$ cat config.mk
export PLATFORM = sky130hd
export DESIGN_NAME = smm_strobe_steer
export DESIGN_NICKNAME = d
export VERILOG_FILES = /design/src/rtl/smm_steer_pkg.sv /design/src/rtl/smm_cfg_port.sv /design/src/rtl/smm_mode_ctl.sv /design/src/rtl/smm_region_hit.sv /design/src/rtl/smm_route_stage.sv /design/src/rtl/smm_strobe_steer.sv
export SDC_FILE = /design/constraint.sdc
export NUM_CORES = 1
export LEC_CHECK = 0
export BUFFER_PORTS_ARGS = -buffer_cell sky130_fd_sc_hd__buf_2
export CAP_MARGIN = 10
export CORE_UTILIZATION = 40
export CTS_BUF_LIST = sky130_fd_sc_hd__clkbuf_8
export CTS_CLUSTER_DIAMETER = 40
export DETAILED_ROUTE_END_ITERATION = 10
export PLACE_DENSITY_LB_ADDON = 0.25
export SYNTH_ARGS = -nofsm -noshare
export SYNTH_HDL_FRONTEND = slang
export SYNTH_SLANG_ARGS = --single-unit
$ cat constraint.sdc
create_clock -name clk -period 3.6 [get_ports clk]
set_clock_uncertainty 0.2 [all_clocks]
set_input_delay 0.54 -clock clk [delete_from_list [all_inputs] [get_ports clk]]
set_output_delay 0.54 -clock clk [all_outputs]
set_load 0.02 [all_outputs]
$ cat src/rtl/smm_steer_pkg.sv
package smm_steer_pkg;

  localparam int CFG_W = 8;

  localparam logic [CFG_W-1:0] IDX_CTRL    = 8'hC1;
  localparam logic [CFG_W-1:0] IDX_BASE_LO = 8'hC2;
  localparam logic [CFG_W-1:0] IDX_BASE_HI = 8'hC3;
  localparam logic [CFG_W-1:0] IDX_SIZE    = 8'hC4;

  // Control byte, bit 0 is pin_en.
  typedef struct packed {
    logic main_in_smm;
    logic smm_in_norm;
    logic pin_en;
  } smm_ctl_t;

  localparam int CTL_W = $bits(smm_ctl_t);

endpackage

$ cat src/rtl/smm_cfg_port.sv
module smm_cfg_port
  import smm_steer_pkg::*;
#(
  parameter int DW = CFG_W
) (
  input  logic            clk,
  input  logic            rst_n,
  input  logic            idx_we,
  input  logic            data_we,
  input  logic [DW-1:0]   wdata,
  output logic [DW-1:0]   rdata,
  output smm_ctl_t        ctl,
  output logic [2*DW-1:0] base_page,
  output logic [DW-1:0]   size_pages
);

  logic [DW-1:0] idx_q;
  smm_ctl_t      ctl_q;
  logic [DW-1:0] base_lo_q;
  logic [DW-1:0] base_hi_q;
  logic [DW-1:0] size_q;

  always_ff @(posedge clk) begin
    if (!rst_n) begin
      idx_q     <= '0;
      ctl_q     <= '0;
      base_lo_q <= '0;
      base_hi_q <= '0;
      size_q    <= '0;
    end else begin
      if (idx_we) begin
        idx_q <= wdata;
      end
      if (data_we) begin
        case (idx_q)
          DW'(IDX_CTRL):    ctl_q     <= smm_ctl_t'(wdata[CTL_W-1:0]);
          DW'(IDX_BASE_LO): base_lo_q <= wdata;
          DW'(IDX_BASE_HI): base_hi_q <= wdata;
          DW'(IDX_SIZE):    size_q    <= wdata;
          default: ;
        endcase
      end
    end
  end

  always_comb begin
    case (idx_q)
      DW'(IDX_CTRL):    rdata = DW'(ctl_q);
      DW'(IDX_BASE_LO): rdata = base_lo_q;
      DW'(IDX_BASE_HI): rdata = base_hi_q;
      DW'(IDX_SIZE):    rdata = size_q;
      default:          rdata = '1;
    endcase
  end

  assign ctl        = ctl_q;
  assign base_page  = {base_hi_q, base_lo_q};
  assign size_pages = size_q;

endmodule

$ cat src/rtl/smm_mode_ctl.sv
module smm_mode_ctl (
  input  logic clk,
  input  logic rst_n,
  input  logic smi_n,
  input  logic resume,
  input  logic pin_en,
  input  logic smm_in_norm,
  output logic in_smm
);

  logic smi_q;
  logic smi_fell;
  logic smi_take;

  always_ff @(posedge clk) begin
    if (!rst_n) begin
      smi_q <= 1'b1;
    end else begin
      smi_q <= smi_n;
    end
  end

  assign smi_fell = smi_q & ~smi_n;
  assign smi_take = smi_fell & pin_en & ~smm_in_norm;

  always_ff @(posedge clk) begin
    if (!rst_n) begin
      in_smm <= 1'b0;
    end else if (!in_smm) begin
      if (smi_take) in_smm <= 1'b1;
    end else if (resume) begin
      in_smm <= 1'b0;
    end
  end

endmodule

$ cat src/rtl/smm_region_hit.sv
module smm_region_hit #(
  parameter int ADDR_W     = 32,
  parameter int PAGE_SHIFT = 12,
  parameter int BASE_W     = 16,
  parameter int SIZE_W     = 8
) (
  input  logic [ADDR_W-1:0] addr,
  input  logic [BASE_W-1:0] base_page,
  input  logic [SIZE_W-1:0] size_pages,
  output logic              hit
);

  localparam int PAGE_W = ADDR_W - PAGE_SHIFT;
  localparam int CMP_W  = PAGE_W + 1;

  logic [CMP_W-1:0] page;
  logic [CMP_W-1:0] lo;
  logic [CMP_W-1:0] hi;

  assign page = CMP_W'(addr[ADDR_W-1:PAGE_SHIFT]);
  assign lo   = CMP_W'(base_page);
  assign hi   = lo + CMP_W'(size_pages);
  assign hit  = (size_pages != '0) && (page >= lo) && (page < hi);

endmodule

$ cat src/rtl/smm_route_stage.sv
module smm_route_stage #(
  parameter int ADDR_W = 32
) (
  input  logic              clk,
  input  logic              rst_n,
  input  logic              in_valid,
  output logic              in_ready,
  input  logic [ADDR_W-1:0] in_addr,
  input  logic              in_smm,
  output logic              out_valid,
  input  logic              out_ready,
  output logic [ADDR_W-1:0] out_addr,
  output logic              out_smm
);

  logic take;

  assign in_ready = ~out_valid | out_ready;
  assign take     = in_valid & in_ready;

  always_ff @(posedge clk) begin
    if (!rst_n) begin
      out_valid <= 1'b0;
      out_addr  <= '0;
      out_smm   <= 1'b0;
    end else begin
      if (take) begin
        out_valid <= 1'b1;
        out_addr  <= in_addr;
        out_smm   <= in_smm;
      end else if (out_ready) begin
        out_valid <= 1'b0;
      end
    end
  end

endmodule

$ cat src/rtl/smm_strobe_steer.sv
module smm_strobe_steer
  import smm_steer_pkg::*;
#(
  parameter int ADDR_W     = 32,
  parameter int PAGE_SHIFT = 12
) (
  input  logic              clk,
  input  logic              rst_n,
  input  logic              cfg_idx_we,
  input  logic              cfg_data_we,
  input  logic [7:0]        cfg_wdata,
  output logic [7:0]        cfg_rdata,
  input  logic              smi_n_i,
  input  logic              resume_i,
  input  logic              smm_insn_i,
  output logic              insn_fault_o,
  output logic              smm_mode_o,
  input  logic              req_valid_i,
  output logic              req_ready_o,
  input  logic [ADDR_W-1:0] req_addr_i,
  input  logic              req_code_i,
  output logic              bus_valid_o,
  input  logic              bus_ready_i,
  output logic [ADDR_W-1:0] bus_addr_o,
  output logic              norm_strobe_o,
  output logic              smm_strobe_o,
  output logic              smm_strobe_oe_o
);

  localparam int BASE_W = 2 * CFG_W;

  smm_ctl_t          ctl;
  logic [BASE_W-1:0] base_page;
  logic [CFG_W-1:0]  size_pages;
  logic              in_smm;
  logic              hit;
  logic              route_smm;
  logic              beat_smm;

  smm_cfg_port #(.DW(CFG_W)) u_cfg (
    .clk        (clk),
    .rst_n      (rst_n),
    .idx_we     (cfg_idx_we),
    .data_we    (cfg_data_we),
    .wdata      (cfg_wdata),
    .rdata      (cfg_rdata),
    .ctl        (ctl),
    .base_page  (base_page),
    .size_pages (size_pages)
  );

  smm_mode_ctl u_mode (
    .clk         (clk),
    .rst_n       (rst_n),
    .smi_n       (smi_n_i),
    .resume      (resume_i),
    .pin_en      (ctl.pin_en),
    .smm_in_norm (ctl.smm_in_norm),
    .in_smm      (in_smm)
  );

  smm_region_hit #(
    .ADDR_W     (ADDR_W),
    .PAGE_SHIFT (PAGE_SHIFT),
    .BASE_W     (BASE_W),
    .SIZE_W     (CFG_W)
  ) u_hit (
    .addr       (req_addr_i),
    .base_page  (base_page),
    .size_pages (size_pages),
    .hit        (hit)
  );

  // Main-access bit governs SMM mode and so outranks the normal-mode bit.
  always_comb begin
    if (!ctl.pin_en) begin
      route_smm = 1'b0;
    end else if (!in_smm) begin
      route_smm = ctl.smm_in_norm & hit;
    end else begin
      route_smm = ~(ctl.main_in_smm & hit & ~req_code_i);
    end
  end

  smm_route_stage #(.ADDR_W(ADDR_W)) u_stage (
    .clk       (clk),
    .rst_n     (rst_n),
    .in_valid  (req_valid_i),
    .in_ready  (req_ready_o),
    .in_addr   (req_addr_i),
    .in_smm    (route_smm),
    .out_valid (bus_valid_o),
    .out_ready (bus_ready_i),
    .out_addr  (bus_addr_o),
    .out_smm   (beat_smm)
  );

  assign norm_strobe_o   = bus_valid_o & ~beat_smm;
  assign smm_strobe_o    = bus_valid_o & beat_smm & ctl.pin_en;
  assign smm_strobe_oe_o = ctl.pin_en;
  assign smm_mode_o      = in_smm;
  assign insn_fault_o    = smm_insn_i & (~ctl.pin_en | (~in_smm & ~ctl.smm_in_norm));

endmodule

==> key figures, run 1 <==
Run status
  – Status: complete, no violations

Detailed routing
  – Drt pass-1 iters: 4
  – Drc violations: 0
  – Initial DRC count: just over 200
  – Average wire per standard cell: 14.5 um
  – Total wire length: 10800 um
  – Vias: 3765
  – Antenna Nets Post-Route: 0
  – DR vias/cell: about 5.1

Power and ir drop
  – Net Switching: between 0.4 and 0.5 mW
  – Sw frac: 0.270
  – Internal: around 1.2 mW
  – Combinational power share: 0.127
  – Clk pwr share: 0.382
  – Power, Total: 1.69 mW
  – Seq pwr share: 0.491
  – Peak supply drop: 0.205 mV
  – Power Dens Cells: 327 nW/um2
  – Static Leak: between 2 and 2.5 nW

Logic synthesis
  – Area share of the largest cell type after synthesis: 0.337
  – Most frequent cell after synthesis: nand2_1
  – Post-synth EDFFs: 0
  – Synth Area per Inst: ~8.5 um2
  – Syn Inst Count: about 500
  – Cell Area, Synth: 4220 um2
  – Flops & latches, synth: slightly above 70
  – Primary FF master, synth: dfxtp_1
  – Post-synth cell types: around 50
  – Post-synthesis sequential area ratio: 0.337
  – Syn Nets: slightly below 600
  – Commonest cells in the synthesized netlist: nand2_1 (105), dfxtp_1 (71), ha_1 (40), a21boi_0 (36), nor2b_1 (27)
  – Synth top area cells: dfxtp_1 (34%), ha_1 (12%), nand2_1 (9.3%), a21boi_0 (6.4%), mux2i_1 (5.9%)
  – Synth async-reset ratio: 0
  – Cell taking the most area after synthesis: dfxtp_1
  – Ys Warns: 0

Finish
  – Post-route cell area: 5170 um2
  – Final Core Density: 0.504
  – Layout Cells excl Fill: approximately 740
  – Nets: 693
  – # diodes: 0
  – Area grow syn2layout: 22.5%
  – Share of cells above drive strength 1: 0.254

Clock tree
  – CTS H-tree depth: 3
  – Clk_lat worst skew: about 0.36 ns
  – Clk slew on worst S/H paths: 0.08 ns
  – Hold_buf cts: 0
  – CTS tree: built
  – CTS root buf: clkbuf_8
  – # clock sinks: 71
  – CTS Buf Count: 9
  – Max Root-Sink Buffers: 2

Timing
  – Final worst slack: around 0.077 ns
  – Fin crit share: 0.979
  – F_max: 0.284 GHz
  – Final min period: 3.52 ns
  – RSZ-0062 raised after global routing: true
  – Final Setup Violations: 0
  – Endpoints failing hold: 0
  – Slew @ Worst Pin: around 0.73 ns
  – Final Slew Violations: 0
  – Max_slew headroom: 0.511
  – Post-route setup TNS: 0 ns
  – Worst hold slack: 0.165 ns

Worst setup path
  – WP data required: ~3.7 ns
  – CP startpoint kind: register
  – Setup CP Type: register to register
  – Slowest CP cell: dfxtp_2
  – Largest fanout on the critical path: 4
  – R2R Path End: u_stage.out_smm$_SDFFE_PN0P_
  – Crit path cell chain: ha_4, inv_2, fa_2, nor2b_2, o21ai_2, a21oi_2, o21ai_2, buf_6, a2111oi_4, xnor2_1, ha_1, a21o_1, a21oi_2, nor2_1, a211oi_2, and4b_1, o21ai_1
  – Crit path max-delay family: compound AO/OA/AOI/OAI gates
  – Worst r2r path cells: 17
  – Setup crit end kind: register
  – Max incr delay on CP: 0.36 ns
  – Reg2Reg Launch Point: u_cfg.size_pages[0]$_SDFFE_PN0P_
  – WP buf/inv: 2
  – Crit path DAT: between 3 and 4 ns
  – Reg2reg setup slack: 0.08 ns

Die
  – Die X: 105 um
  – Initial Util: 0.411
  – Rows: 37
  – Core footprint: 10300 um2
  – Ports: a little under 100
  – Die Y: 105 um
  – Die area: 11000 um2

Global route
  – Gr ovfl total: 0
  – GRT Total Usage: 0.202
  – Initial antenna violation count: 0
  – First-pass GRT wire length: about 18000 um
  – Vias in the first global route: between 3k and 4k
  – Pin count of the biggest net entering global routing: 73

Min path
  – Worst min path class: input port to register
  – Hold endpoint: u_mode.smi_q$_SDFF_PN1_
  – Hold_sp: smi_n_i
  – Worst hold stages: 2

Place
  – RD Place Congestion: between 0.8 and 0.9
  – Post-DP Area: 4860 um2
  – IO buf count: 96
  – Detailed Place HPWL: between 8000 and 9000 um
  – Dpl cells: 721
  – Post-Place Worst Slack: -0.262 ns

Flow run
  – Max-cap viol count: 0
[routing by layer]
layer,vias to the layer above,global-route usage,wire length [um]
li1,1931,-,-
met1,1738,0.258,4940
met2,82,0.344,5290
met3,14,0.0331,396
met4,0,0.0664,181
met5,-,0,0
[kinds of logic (layout without fill, tap and decap cells)]
logic type / count (synthesis) / in the layout / synth area share
xor+xnor: 13 / 13 / 0.0270
fa+ha+maj: 41 / 41 / 0.123
mux: 26 / 26 / 0.0619
buf+inv: 49 / 158 / 0.0518
simple gates: 191 / 191 / 0.226
compound gates: 107 / 107 / 0.173
flops: 71 / 71 / 0.337
[how the worst max path moves through the flow]
stage | from | end | slack, ns | cells past startpoint
finish | u_cfg.size_pages[0]$_SDFFE_PN0P_ | u_stage.out_smm$_SDFFE_PN0P_ | 0.08 | 17
global route | u_cfg.size_pages[0]$_SDFFE_PN0P_ | u_stage.out_smm$_SDFFE_PN0P_ | -0.12 | 17
CTS | u_cfg.size_pages[0]$_SDFFE_PN0P_ | u_stage.out_smm$_SDFFE_PN0P_ | 0.03 | 16
detailed placement | u_cfg.size_pages[0]$_SDFFE_PN0P_ | u_stage.out_smm$_SDFFE_PN0P_ | -0.26 | 16
global placement | u_cfg.base_lo_q[0]$_SDFFE_PN0P_ | u_stage.out_smm$_SDFFE_PN0P_ | -0.12 | 16
floorplan | u_cfg.base_lo_q[0]$_SDFFE_PN0P_ | u_stage.out_smm$_SDFFE_PN0P_ | 0.11 | 16
[power by group through the flow]
stage                     sequential [mW]  clock [mW]  combinational [mW]
final                               0.830       0.647               0.215
after global routing                0.834       0.701               0.242
after CTS                           0.830       0.667               0.217
after detailed placement            0.848           0               0.216
after global placement              0.847           0               0.210
after floorplan                     0.872           0               0.104
[layout make-up]
| class | count | area [um2] |
|---|---|---|
| inverter | 25 | 93.8 |
| tap | 136 | 170 |
| clock buffer | 10 | 138 |
| clock inverter | 6 | 60.1 |
| fill | 1009 | 5100 |
| multi-input combinational | 378 | 2650 |
| sequential | 71 | 1420 |
| timing repair buffer | 117 | 642 |
[sequential cells by signal (all words and copies together) (netlist names)]
| signal | count |
|---|---|
| u_stage.out_addr | 32 |
| u_cfg.base_hi_q | 8 |
| u_cfg.base_lo_q | 8 |
| u_cfg.idx_q | 8 |
| u_cfg.size_pages | 8 |
| u_cfg.ctl | 3 |
| u_mode.in_smm | 1 |
| u_mode.smi_q | 1 |
| u_stage.out_smm | 1 |
| u_stage.out_valid | 1 |
[repair_timing]
item,4_1_cts,5_1_grt
setup buffers,2,4
setup endpoints to repair,1,1
gates resized for setup,7,14
pin swaps,5,14
[cell usage in the layout, fill, tap and decap left out, types with 3 or more instances in the layout]
master	count
a21boi_1	8
nand2b_1	4
inv_1	24
a21oi_1	16
and2_1	3
a21boi_0	36
buf_4	20
nor3_1	5
buf_2	96
mux2i_1	25
xor2_1	3
ha_1	39
clkbuf_8	10
a21o_1	3
nor2_1	7
a21oi_2	3
a221oi_1	3
and3_1	5
a221o_1	5
nand2_1	105
nor2b_1	26
xnor2_1	10
clkinv_2	3
nand3_1	17
dfxtp_1	69
nor4_1	4
o21ai_0	14
(Power assumes the default switching activity.)
==> run 2, diff against run 1 <==
--- a/config.mk
+++ b/config.mk
@@ -7,7 +7,8 @@
 export LEC_CHECK = 0
 export BUFFER_PORTS_ARGS = -buffer_cell sky130_fd_sc_hd__buf_2
 export CAP_MARGIN = 10
-export CORE_UTILIZATION = 40
+export CORE_ASPECT_RATIO = 0.9
+export CORE_UTILIZATION = 51
 export CTS_BUF_LIST = sky130_fd_sc_hd__clkbuf_8
 export CTS_CLUSTER_DIAMETER = 40
 export DETAILED_ROUTE_END_ITERATION = 10
==> run 2 against run 1 <==
The run now ends with DRC, setup timing left. Core utilization increased by 14 points. First-iteration DRC count down 21%. Combinational power about the same. Fmax decreased by 2.6%. Final area down 0.58%. Worst hold slack better by 0.026 ns. Critical endpoint unchanged.
==> key figures, run 2 (synthesized netlist as in run 1, its figures left out) <==
Run status
  – Violated checks: DRC, setup timing
  – Status: finished, violations left

Finish
  – Area grow syn2layout: 21.8%
  – # diodes: 0 (unchanged)
  – Final Core Density: 0.641 (+0.137)
  – Max reg flops: 32 (unchanged)
  – Most frequent cells in the layout: nand2_1 (105), buf_2 (96), dfxtp_1 (69)
  – Multi-input gate area: 2650 um2 (about the same)
  – Share of cells above drive strength 1: 0.257 (+0.00287)
  – Nets: 694 (+0.14%)
  – Reg area: 1420 um2 (unchanged)
  – Most common cell after layout, fill and taps aside: nand2_1
  – Fillers: 716 (-29%)
  – Reg with most FFs: u_stage.out_addr

Worst setup path
  – CP startpoint kind: register
  – Largest fanout on the critical path: 4 (unchanged)
  – Crit path DAT: 3.66 ns (+0.08 ns)
  – Setup CP Type: register to register
  – WP data required: 3.65 ns (about the same)
  – Setup crit end kind: register

Global route
  – Gr ovfl total: 0 (unchanged)
  – First-pass GRT wire length: 16600 um (-5.6%)
  – Pin count of the biggest net entering global routing: 41 (-44%)
  – Initial antenna violation count: 0 (unchanged)
  – GRT Total Usage: 0.244 (+0.0423)
  – Vias in the first global route: 3541 (-1.4%)

Timing
  – Slew @ Worst Pin: 0.838 ns (+0.110 ns)
  – Final Slew Violations: 0 (unchanged)
  – Final worst slack: -0.0170 ns (-0.0937 ns)
  – F_max: 0.276 GHz (-2.6%)
  – Endpoints failing hold: 0 (unchanged)
  – RSZ-0062 raised after global routing: true
  – Post-route setup TNS: -0.0170 ns (-0.0170 ns)
  – Final Setup Violations: 1 (+1)
  – Max_slew headroom: 0.442 (-0.0696)
  – Final min period: 3.62 ns (+0.0937 ns)
  – Fin crit share: 1.00 (+0.0260)

Die
  – Rows: 31 (-16%)
  – Core footprint: 8030 um2 (-22%)
  – Ports: 97 (unchanged)
  – Die Y: 88.3 um (-16%)
  – Die X: 97.9 um (-6.5%)
  – Die area: 8650 um2 (-21%)
  – Initial Util: 0.526 (+0.115)

Power and ir drop
  – Power Dens Cells: 331 nW/um2 (+1.1%)
  – Static Leak: 2.13 nW (+0.48%)
  – Clk pwr share: 0.386 (+0.004)
  – Net Switching: 0.444 mW (-2.7%)
  – Sw frac: 0.261 (-0.00865)
  – Combinational power share: 0.125 (-0.002)
  – Internal: 1.26 mW (+1.7%)
  – Peak supply drop: 0.283 mV (+38%)
  – Seq pwr share: 0.488 (-0.003)

Clock tree
  – CTS root buf: clkbuf_8
  – Clk slew on worst S/H paths: 0.08 ns (about the same)
  – Max Root-Sink Buffers: 2 (unchanged)
  – Clk_lat worst skew: 0.35 ns (about the same)
  – CTS Buf Count: 9 (unchanged)
  – # clock sinks: 71 (unchanged)
  – CTS H-tree depth: 3 (unchanged)
  – CTS tree: built

Detailed routing
  – Vias: 3833 (+1.8%)
  – Average wire per standard cell: 14.6 um (+0.37%)
  – Drt pass-1 iters: 7 (+3)
  – Initial DRC count: 160 (-21%)
  – Total wire length: 10300 um (-4.5%)
  – Antenna Nets Post-Route: 0 (unchanged)
  – Drc violations: 5 (+5)
  – DR vias/cell: 5.42 (+7.0%)

Min path
  – Worst min path class: input port to register

Place
  – Detailed Place HPWL: 7860 um (-4.0%)
  – IO buf count: 96 (unchanged)
  – RD Place Congestion: 0.866 (+3.4%)

Flow run
  – Max-cap viol count: 0 (unchanged)
## run 2: timing repair
| action | 4_1_cts | 5_1_grt |
|---|---|---|
| setup buffers | 2 | 0 |
| gates resized for setup | 13 | 8 |
| gates cloned | 0 | 0 |
| pin swaps | 9 | 5 |
| setup endpoints to repair | 1 | 1 |
| hold buffers | 0 | 0 |
## run 2: stage by stage
stage          total power, mW  instances  hold slack [ns]  instance area (um2)  setup slack, ns
2_1_floorplan            0.976        498            0.253                 4220            0.114
3_3_place_gp              1.05        689            0.248                 4850           -0.182
3_5_place_dp              1.06        689            0.255                 4850           -0.312
4_1_cts                   1.72        707            0.174                 5110          0.00480
5_1_grt                   1.77        707            0.181                 5140           -0.197
6_report                  1.70        707            0.191                 5140          -0.0170
## run 2: per-layer routing
layer	GRT usage	wire, um	part of all wire	vias to the layer above
met5	0	0	0	-
met4	0.0882	199	0.019	0
met3	0.0561	544	0.053	18
met2	0.426	5000	0.48	107
li1	-	-	-	1939
met1	0.298	4580	0.44	1769
## run 2: area by class of cell
class	instances	share of cell area
Clock buffer	11	0.0294
Clock inverter	5	0.0109
Inverter	25	0.0182
Multi-Input combinational cell	378	0.515
Sequential cell	71	0.277
Tap cell	99	0.0241
Timing Repair Buffer	118	0.125
## run 2: path summary, 6_finish.rpt
check                                                        from                           endpoint  slack, ns  cells past startpoint
worst min-delay path                                      smi_n_i            u_mode.smi_q$_SDFF_PN1_       0.19                      2
worst max register to register    u_cfg.base_lo_q[0]$_SDFFE_PN0P_       u_stage.out_smm$_SDFFE_PN0P_      -0.02                     18
worst min register to register  u_stage.out_addr[24]$_SDFFE_PN0P_  u_stage.out_addr[24]$_SDFFE_PN0P_       0.26                      2
worst max-delay path              u_cfg.base_lo_q[0]$_SDFFE_PN0P_       u_stage.out_smm$_SDFFE_PN0P_      -0.02                     18
## run 2: power groups by stage
stage	combinational (mW)	sequential (mW)	clock, mW
floorplan	0.104	0.872	0
global placement	0.208	0.847	0
detailed placement	0.213	0.848	0
CTS	0.214	0.830	0.676
global route	0.237	0.833	0.704
finish	0.213	0.830	0.657
## run 2: worst max-delay path, cell delays in order (launching register included)
cell,delay (ns)
dfxtp_2,0.36
ha_4,0.14
inv_2,0.04
fa_2,0.35
nor2b_2,0.14
o21ai_2,0.08
a21oi_2,0.16
o21ai_2,0.10
buf_4,0.16
a2111oi_4,0.32
xnor2_1,0.14
ha_1,0.32
a21o_1,0.18
a21oi_2,0.15
nor2_2,0.05
a211oi_2,0.23
buf_4,0.16
and4b_1,0.17
o21ai_1,0.06
